$ cat src/rtl/pet_pkg.sv
package pet_pkg;
  typedef struct packed {
    logic inc;
    logic dec;
    logic clr;
    logic grab;
  } petStrobes_t;

  localparam int PIN_TICK  = 0;
  localparam int PIN_DIR   = 1;
  localparam int PIN_CLEAR = 2;
  localparam int PIN_GRAB  = 3;
  localparam int PIN_COUNT = 4;
endpackage

$ cat src/rtl/pet_pin_sync.sv
module pet_pin_sync #(
  parameter int N = 4
) (
  input  logic         clk,
  input  logic         rstN,
  input  logic [N-1:0] rawPins,
  output logic [N-1:0] syncLvl,
  output logic [N-1:0] riseEdge
);
  logic [N-1:0] stage1;
  logic [N-1:0] stage2;
  logic [N-1:0] prevLvl;

  for (genvar i = 0; i < N; i++) begin : g_pin
    always_ff @(posedge clk or negedge rstN) begin
      if (!rstN) begin
        stage1[i]  <= 1'b0;
        stage2[i]  <= 1'b0;
        prevLvl[i] <= 1'b0;
      end else begin
        stage1[i]  <= rawPins[i];
        stage2[i]  <= stage1[i];
        prevLvl[i] <= stage2[i];
      end
    end
    assign riseEdge[i] = stage2[i] & ~prevLvl[i];
  end

  assign syncLvl = stage2;
endmodule

$ cat src/rtl/pet_ctrl.sv
module pet_ctrl
  import pet_pkg::*;
(
  input  logic        clk,
  input  logic        rstN,
  input  logic        enable,
  input  logic        tickPin,
  input  logic        dirPin,
  input  logic        clearPin,
  input  logic        grabPin,
  output petStrobes_t stb
);
  logic [PIN_COUNT-1:0] rawPins;
  logic [PIN_COUNT-1:0] syncLvl;
  logic [PIN_COUNT-1:0] riseEdge;
  logic                 stepOk;

  always_comb begin
    rawPins            = '0;
    rawPins[PIN_TICK]  = tickPin;
    rawPins[PIN_DIR]   = dirPin;
    rawPins[PIN_CLEAR] = clearPin;
    rawPins[PIN_GRAB]  = grabPin;
  end

  pet_pin_sync #(.N(PIN_COUNT)) u_sync (
    .clk     (clk),
    .rstN    (rstN),
    .rawPins (rawPins),
    .syncLvl (syncLvl),
    .riseEdge(riseEdge)
  );

  // clear outranks any step in the same cycle
  assign stepOk = riseEdge[PIN_TICK] & enable & ~riseEdge[PIN_CLEAR];

  always_comb begin
    stb.inc  = stepOk &  syncLvl[PIN_DIR];
    stb.dec  = stepOk & ~syncLvl[PIN_DIR];
    stb.clr  = riseEdge[PIN_CLEAR];
    stb.grab = riseEdge[PIN_GRAB];
  end
endmodule

$ cat src/rtl/pet_datapath.sv
module pet_datapath
  import pet_pkg::*;
#(
  parameter int W = 16
) (
  input  logic        clk,
  input  logic        rstN,
  input  petStrobes_t stb,
  output logic [W-1:0] countVal,
  output logic [W-1:0] captureVal,
  output logic         wrapPulse
);
  localparam logic [W-1:0] TOP = {W{1'b1}};
  localparam logic [W-1:0] ONE = {{(W-1){1'b0}}, 1'b1};

  logic [W-1:0] nextCount;
  logic         wrapNext;

  always_comb begin
    nextCount = countVal;
    wrapNext  = 1'b0;
    if (stb.clr) begin
      nextCount = '0;
    end else if (stb.inc) begin
      nextCount = countVal + ONE;
      wrapNext  = (countVal == TOP);
    end else if (stb.dec) begin
      nextCount = countVal - ONE;
      wrapNext  = (countVal == '0);
    end
  end

  always_ff @(posedge clk or negedge rstN) begin
    if (!rstN) begin
      countVal   <= '0;
      captureVal <= '0;
      wrapPulse  <= 1'b0;
    end else begin
      countVal  <= nextCount;
      wrapPulse <= wrapNext;
      if (stb.grab) captureVal <= countVal;
    end
  end
endmodule

$ cat src/rtl/pin_event_timer.sv
module pin_event_timer
  import pet_pkg::*;
#(
  parameter int W = 16
) (
  input  logic         clk,
  input  logic         rstN,
  input  logic         enable,
  input  logic         tickPin,
  input  logic         dirPin,
  input  logic         clearPin,
  input  logic         grabPin,
  output logic [W-1:0] countVal,
  output logic [W-1:0] captureVal,
  output logic         wrapPulse
);
  petStrobes_t stb;

  pet_ctrl u_ctrl (
    .clk     (clk),
    .rstN    (rstN),
    .enable  (enable),
    .tickPin (tickPin),
    .dirPin  (dirPin),
    .clearPin(clearPin),
    .grabPin (grabPin),
    .stb     (stb)
  );

  pet_datapath #(.W(W)) u_dp (
    .clk       (clk),
    .rstN      (rstN),
    .stb       (stb),
    .countVal  (countVal),
    .captureVal(captureVal),
    .wrapPulse (wrapPulse)
  );
endmodule

$ cat config.mk
export PLATFORM = sky130hd
export DESIGN_NAME = pin_event_timer
export DESIGN_NICKNAME = d
export VERILOG_FILES = /design/src/rtl/pet_pkg.sv /design/src/rtl/pet_pin_sync.sv /design/src/rtl/pet_ctrl.sv /design/src/rtl/pet_datapath.sv /design/src/rtl/pin_event_timer.sv
export SDC_FILE = /design/constraint.sdc
export NUM_CORES = 1
export LEC_CHECK = 0
export BUFFER_PORTS_ARGS = -buffer_cell sky130_fd_sc_hd__buf_2
export CAP_MARGIN = 20
export CORE_AREA = 2 2 66 81
export CTS_BUF_LIST = sky130_fd_sc_hd__clkbuf_16
export CTS_CLUSTER_DIAMETER = 80
export DETAILED_ROUTE_END_ITERATION = 10
export DIE_AREA = 0 0 68 83
export PLACE_DENSITY = 0.71
export SETUP_SLACK_MARGIN = 0.4
export SYNTH_ARGS = -nofsm -noshare
export SYNTH_HDL_FRONTEND = slang
export SYNTH_SLANG_ARGS = --single-unit
$ cat constraint.sdc
create_clock -name clk -period 8.37 [get_ports clk]
set_input_delay 1.674 -clock clk [delete_from_list [all_inputs] [get_ports clk]]
set_output_delay 1.674 -clock clk [all_outputs]
set_load 0.02 [all_outputs]
Yosys cells after proc, flatten, opt, wreduce, memory -nomap -nowiden
Index checks and enable logic that the tools add are counted.

storage, ports and cells
  bits in registers = 44
  latch bits = 0
  memory bits (writable) = 0
  bits in read-only memories = 0
  bits of input ports = 7
  output and inout port bits = 33
  word-level logic and storage cells = 37
  memories kept = 0

operators by class
  add/sub/neg operators = 2
  multiply operators = 0
  div/mod/pow operators = 0
  $lt $le $gt $ge = 0
  equal/unequal tests = 1
  shift-type cells = 0
  mux-type cells = 6
  bitwise logic cells = 12
  reduce and logical (&&, ||, !) cells = 2

operator list
  cell                     number
  $mux W16                 3
  $add A16 B1 Y16 const B  1
  $eq A16 B16 Y1 const B   1
  $logic_not A16 Y1        1
  $sub A16 B1 Y16 const B  1
  $and A1 B1 Y1            7
  $not A1 Y1               5
  $mux W1                  3
  $reduce_bool A3 Y1       1

Logic depth before layout (Yosys ltp)
  word-level depth = 8
  mapped depth = 12
  gate-level depth less buffers = 10

By module
Synthesis repeated with hierarchy kept, for this count alone.

second synthesis, totals
  cells, all modules = 226
  area total of the unflattened synthesis = 2458.6 um^2

modules (own cells, without submodules)
  module        times used  cells an instance  area each (um^2)  seq. area each (um^2)
  pet_datapath  1           208                2079.5            825.8
  pet_pin_sync  1           16                 355.3             300.3
  pet_ctrl      1           2                  23.8              0.0

Least setup slack after synthesis
Ideal clock, no wire load.

  kind = input port to flip-flop
  start point = in enable
  end point = reg u_dp.countVal[14]
  library setup time = 0.083 ns
  data arrival time = 4.595 ns
  setup slack = 3.693 ns
  stages on the path = 12
  buffers on the path = 2
  cell sequence = nand2_1 nor2_1 clkbuf_1 nand3_1 ha_1 buf_6 a21o_4 a221oi_1 o21ai_0 a2bb2oi_1 mux2_2 o22ai_1

on the way
  word-level cells in the longest chain between the ends = 5

RTL lines
  element                         RTL line              source
  start: declaration              pin_event_timer.sv:8  input logic enable,
  $and A1 B1 Y1 (*) (2 in a row)  pet_ctrl.sv:35        assign stepOk = riseEdge[PIN_TICK] & enable & ~riseEdge[PIN_CLEAR];
  $and A1 B1 Y1                   pet_ctrl.sv:38        stb.inc = stepOk & syncLvl[PIN_DIR];
  $mux W16                        pet_datapath.sv:24    end else if (stb.inc) begin
  $mux W16                        pet_datapath.sv:22    if (stb.clr) begin
  end signal: assignment          pet_datapath.sv:39    countVal <= nextCount;
  end: declaration                pet_datapath.sv:9     output logic [W-1:0] countVal,

Every way passes the cells marked *; elsewhere a longest branch is shown, timed or not.
A chain may end at the register's enable or synchronous reset.

Final worst setup path
Ends and elaborated chain as after synthesis.

==> run_summary.xml <==
<?xml version="1.0" encoding="UTF-8"?>
<metrics>
  <group name="power_and_ir_drop">
    <metric name="seqPwrFrac" unit="">0.331</metric>
    <metric name="peakVddDrop" unit="mV">0.114</metric>
    <metric name="power.density" unit="nW/um^2">317</metric>
    <metric name="power_leakage" unit="nW">1.35</metric>
    <metric name="power_switching" unit="uW">333</metric>
    <metric name="cell_internal_pwr" unit="uW">550</metric>
    <metric name="clock_power_share" unit="">0.253</metric>
    <metric name="power.share.combinational" unit="">0.416</metric>
    <metric name="power" unit="uW">883</metric>
    <metric name="power.switching_fraction" unit="">0.377</metric>
  </group>
  <group name="clock_tree">
    <metric name="cts_repair_resize_count" unit="">0</metric>
    <metric name="number_of_clock_sinks" unit="">44</metric>
    <metric name="cts_setup_buffers" unit="">0</metric>
    <metric name="clk_path_buf_depth" unit="">2</metric>
    <metric name="numCtsBuffers" unit="">5</metric>
    <metric name="clkTransAtPathRegs" unit="ps">60</metric>
    <metric name="cts-htree-levels" unit="">2</metric>
    <metric name="cts_hold_buffers" unit="">0</metric>
    <metric name="insertion_delay" unit="ps">280</metric>
    <metric name="cts_tree" unit="">built</metric>
    <metric name="cts-root-buf" unit="">sky130_fd_sc_hd__clkbuf_16</metric>
  </group>
  <group name="timing">
    <metric name="unrepaired_setup_endpoints_after_global_routing" unit="">false</metric>
    <metric name="setup_viol_count_final" unit="">0</metric>
    <metric name="final.setup.tns" unit="ps">0</metric>
    <metric name="layout_worst_path_cycle_share" unit="">0.529</metric>
    <metric name="final-max-slew-violation-count" unit="">0</metric>
    <metric name="slew_at_the_pin_closest_to_its_max_slew_limit" unit="ps">943</metric>
    <metric name="max_freq" unit="GHz">0.226</metric>
    <metric name="final_hold_viol_count" unit="">0</metric>
    <metric name="max-slew-margin-rel" unit="">0.371</metric>
    <metric name="minimum_period_implied_by_the_final_worst_setup_slack" unit="ps">4430</metric>
    <metric name="clock-skew-final" unit="ps">4.66</metric>
  </group>
  <group name="finish">
    <metric name="drive_above_1_share" unit="">0.278</metric>
    <metric name="final_design_area_no_fill" unit="sq um">2780</metric>
    <metric name="mostFrequentLayoutCell" unit="">sky130_fd_sc_hd__dfrtp_1</metric>
    <metric name="fillCellCount" unit="">418</metric>
    <metric name="syn_to_final_growth" unit="%">17.2</metric>
    <metric name="n_antenna_cell" unit="">0</metric>
    <metric name="layout.nets" unit="">286</metric>
    <metric name="stdcell_count" unit="">323</metric>
    <metric name="layout_common_cells" unit="">sky130_fd_sc_hd__dfrtp_1 (44), sky130_fd_sc_hd__buf_2 (39), sky130_fd_sc_hd__a21oi_1 (21), sky130_fd_sc_hd__nand2_1 (19), sky130_fd_sc_hd__mux2_2 (17)</metric>
  </group>
  <group name="synthesis">
    <metric name="syn-num-nets" unit="">247</metric>
    <metric name="post_synth_inst_count" unit="">223</metric>
    <metric name="yosys_warnings" unit="">0</metric>
    <metric name="synth.area.top_cells" unit="">sky130_fd_sc_hd__dfrtp_1 (46%), sky130_fd_sc_hd__ha_1 (8.4%), sky130_fd_sc_hd__mux2_2 (8.1%)</metric>
    <metric name="synth_top_cell_area_share" unit="">0.464</metric>
    <metric name="synth.lib_cells_used.distinct" unit="">42</metric>
    <metric name="synthDominantAreaCellType" unit="">sky130_fd_sc_hd__dfrtp_1</metric>
    <metric name="synthesis.area" unit="sq um">2370</metric>
    <metric name="ys_async_sr_fraction" unit="">1.00</metric>
    <metric name="sequential_element_share_of_the_synthesized_area" unit="">0.464</metric>
    <metric name="number_of_enable_type_register_cells_in_the_synthesized_netlist" unit="">0</metric>
    <metric name="yosys_register_bits" unit="">44</metric>
    <metric name="synth_area_per_cell" unit="sq um">10.6</metric>
    <metric name="synthFlopType" unit="">sky130_fd_sc_hd__dfrtp_1</metric>
  </group>
  <group name="route">
    <metric name="post_drt_wl_per_cell" unit="um">15.6</metric>
    <metric name="drt_first_pass_iters" unit="">4</metric>
    <metric name="detail_route.vias_per_cell" unit="">5.63</metric>
    <metric name="drtIter0Drc" unit="">167</metric>
    <metric name="via_count" unit="">1820</metric>
    <metric name="ant_nets" unit="">0</metric>
    <metric name="drc" unit="">0</metric>
    <metric name="wirelength" unit="um">5050</metric>
  </group>
  <group name="die">
    <metric name="standard_cell_rows" unit="">28</metric>
    <metric name="die-area" unit="sq um">5640</metric>
    <metric name="core_area" unit="sq um">4830</metric>
    <metric name="boundaryPins" unit="">40</metric>
    <metric name="fp.dieW" unit="um">68</metric>
    <metric name="die_h" unit="um">83</metric>
    <metric name="floorplan.initialDensity" unit="">0.491</metric>
  </group>
  <group name="job">
    <metric name="drv_cap" unit="">0</metric>
  </group>
  <group name="grt">
    <metric name="number_of_global_route_vias_before_repair" unit="">1762</metric>
    <metric name="overflow" unit="">0</metric>
    <metric name="globalRouteTotalUtil" unit="">0.193</metric>
    <metric name="grt_max_degree" unit="">45</metric>
    <metric name="grt_pass1_wl" unit="um">8540</metric>
    <metric name="initial_antenna_violation_count" unit="">0</metric>
  </group>
  <group name="placed_design">
    <metric name="gp_congestion" unit="">0.868</metric>
    <metric name="io_buffers" unit="">39</metric>
    <metric name="placed_cells_incl_taps" unit="">315</metric>
    <metric name="dpl_cell_area" unit="sq um">2610</metric>
    <metric name="dp_hpwl" unit="um">3740</metric>
  </group>
  <group name="setup_path">
    <metric name="rr_startpoint" unit="">u_ctrl.u_sync.syncLvl[2]</metric>
    <metric name="crit_path_max_fanout" unit="">19</metric>
    <metric name="worst_r2r_endpoint" unit="">u_dp.countVal[14]</metric>
    <metric name="worst-r2r-setup-slack" unit="ps">5040</metric>
    <metric name="end_kind" unit="">flop</metric>
    <metric name="crit_start" unit="">enable</metric>
    <metric name="worstSetupStartpointType" unit="">input pin</metric>
    <metric name="critical_path_class" unit="">input pin to flop</metric>
    <metric name="critical_path_required" unit="ps">8570</metric>
    <metric name="ff2ff_path_depth" unit="">9</metric>
    <metric name="timing.critical_path.arrival" unit="ps">4630</metric>
  </group>
  <group name="worst_hold_path">
    <metric name="hold_crit_class" unit="">flop to flop</metric>
    <metric name="min-delay-start" unit="">u_ctrl.u_sync.stage1[1]</metric>
    <metric name="holdPathEnd" unit="">u_ctrl.u_sync.syncLvl[1]</metric>
    <metric name="worstHoldPathCells" unit="">0</metric>
  </group>
  <group name="run_status">
    <metric name="result_of_the_run" unit="">completed</metric>
  </group>
</metrics>
==> final cells by class <==
class	count	area, sq um	area share
Clock buffer	5	125	0.0450
Clock inverter	3	46.3	0.0166
Inverter	1	3.75	0.00135
Multi-Input combinational cell	170	1230	0.442
Sequential cell	44	1100	0.396
Tap cell	60	75.1	0.0270
Timing Repair Buffer	40	203	0.0728
==> critical path: stages <==
cell                        delay (ps)
sky130_fd_sc_hd__buf_2              80
sky130_fd_sc_hd__nand2_1            50
sky130_fd_sc_hd__nor2_1             80
sky130_fd_sc_hd__buf_4             220
sky130_fd_sc_hd__nand3_1           550
sky130_fd_sc_hd__ha_1              640
sky130_fd_sc_hd__a21o_4            280
sky130_fd_sc_hd__a221oi_1          290
sky130_fd_sc_hd__o21ai_0           120
sky130_fd_sc_hd__a2bb2oi_1         180
sky130_fd_sc_hd__mux2_2            350
sky130_fd_sc_hd__o22ai_1           120
==> synth_stat cells, types with 4 or more instances <==
| cell type | number |
|---|---|
| sky130_fd_sc_hd__a21o_1 | 5 |
| sky130_fd_sc_hd__clkbuf_1 | 4 |
| sky130_fd_sc_hd__xor2_1 | 6 |
| sky130_fd_sc_hd__nand3_1 | 8 |
| sky130_fd_sc_hd__nor4_1 | 4 |
| sky130_fd_sc_hd__nand2_1 | 19 |
| sky130_fd_sc_hd__xnor2_1 | 6 |
| sky130_fd_sc_hd__o21ai_0 | 13 |
| sky130_fd_sc_hd__mux2_2 | 17 |
| sky130_fd_sc_hd__dfrtp_1 | 44 |
| sky130_fd_sc_hd__nor2_1 | 13 |
| sky130_fd_sc_hd__nand4_1 | 5 |
| sky130_fd_sc_hd__ha_1 | 16 |
| sky130_fd_sc_hd__a21oi_1 | 21 |
| sky130_fd_sc_hd__nor3_1 | 4 |
==> metrics by stage <==
stage,setup WS (ps),hold WS (ps),util
final,3940,348,0.576
after global routing,3700,360,0.576
after CTS,3960,351,0.576
after detailed placement,3680,336,0.540
after global placement,3700,332,0.540
after floorplan,3690,331,-
==> worst max path at each step <==
stage / endpoint / slack, ps / cells after the start
floorplan: u_dp.countVal[14] / 3690 / 12
global placement: u_dp.countVal[14] / 3700 / 12
detailed placement: u_dp.countVal[14] / 3680 / 12
CTS: u_dp.countVal[14] / 3960 / 12
global route: u_dp.countVal[14] / 3700 / 12
finish: u_dp.countVal[14] / 3940 / 12
==> flip-flops by register name, summed over array words and instances, names as in the netlist <==
register               cells
u_dp.countVal             16
u_ctrl.u_sync.stage1       4
u_dp.wrapPulse             1
u_ctrl.u_sync.prevLvl      3
u_dp.captureVal           16
u_ctrl.u_sync.syncLvl      4
==> power groups by stage <==
stage	combinational, mW	sequential, mW	clock (mW)
after global placement	0.360	0.293	0
after CTS	0.368	0.293	0.225
final	0.367	0.292	0.224
after global routing	0.407	0.300	0.236
after floorplan	0.234	0.332	0
after detailed placement	0.365	0.296	0
==> cells by family (layout without fill, tap and decap cells) <==
| family | after synthesis | after routing | synth area share |
|---|---|---|---|
| DFF | 44 | 44 | 0.464 |
| adders and majority gates | 17 | 17 | 0.0928 |
| xor gates and xnor gates | 12 | 12 | 0.0443 |
| AOI/OAI and AO/OA | 61 | 61 | 0.173 |
| muxes | 17 | 17 | 0.0807 |
| and+or+nand+nor | 63 | 63 | 0.127 |
| buffers and inverters | 9 | 49 | 0.0184 |
==> routing by layer <==
metal,up-vias,share of wire,GRT usage
li1,892,-,-
met1,875,0.43,0.254
met2,46,0.51,0.317
met3,7,0.040,0.0312
met4,0,0.013,0.0655
met5,-,0,0
Power figures use the tool's default switching activity.
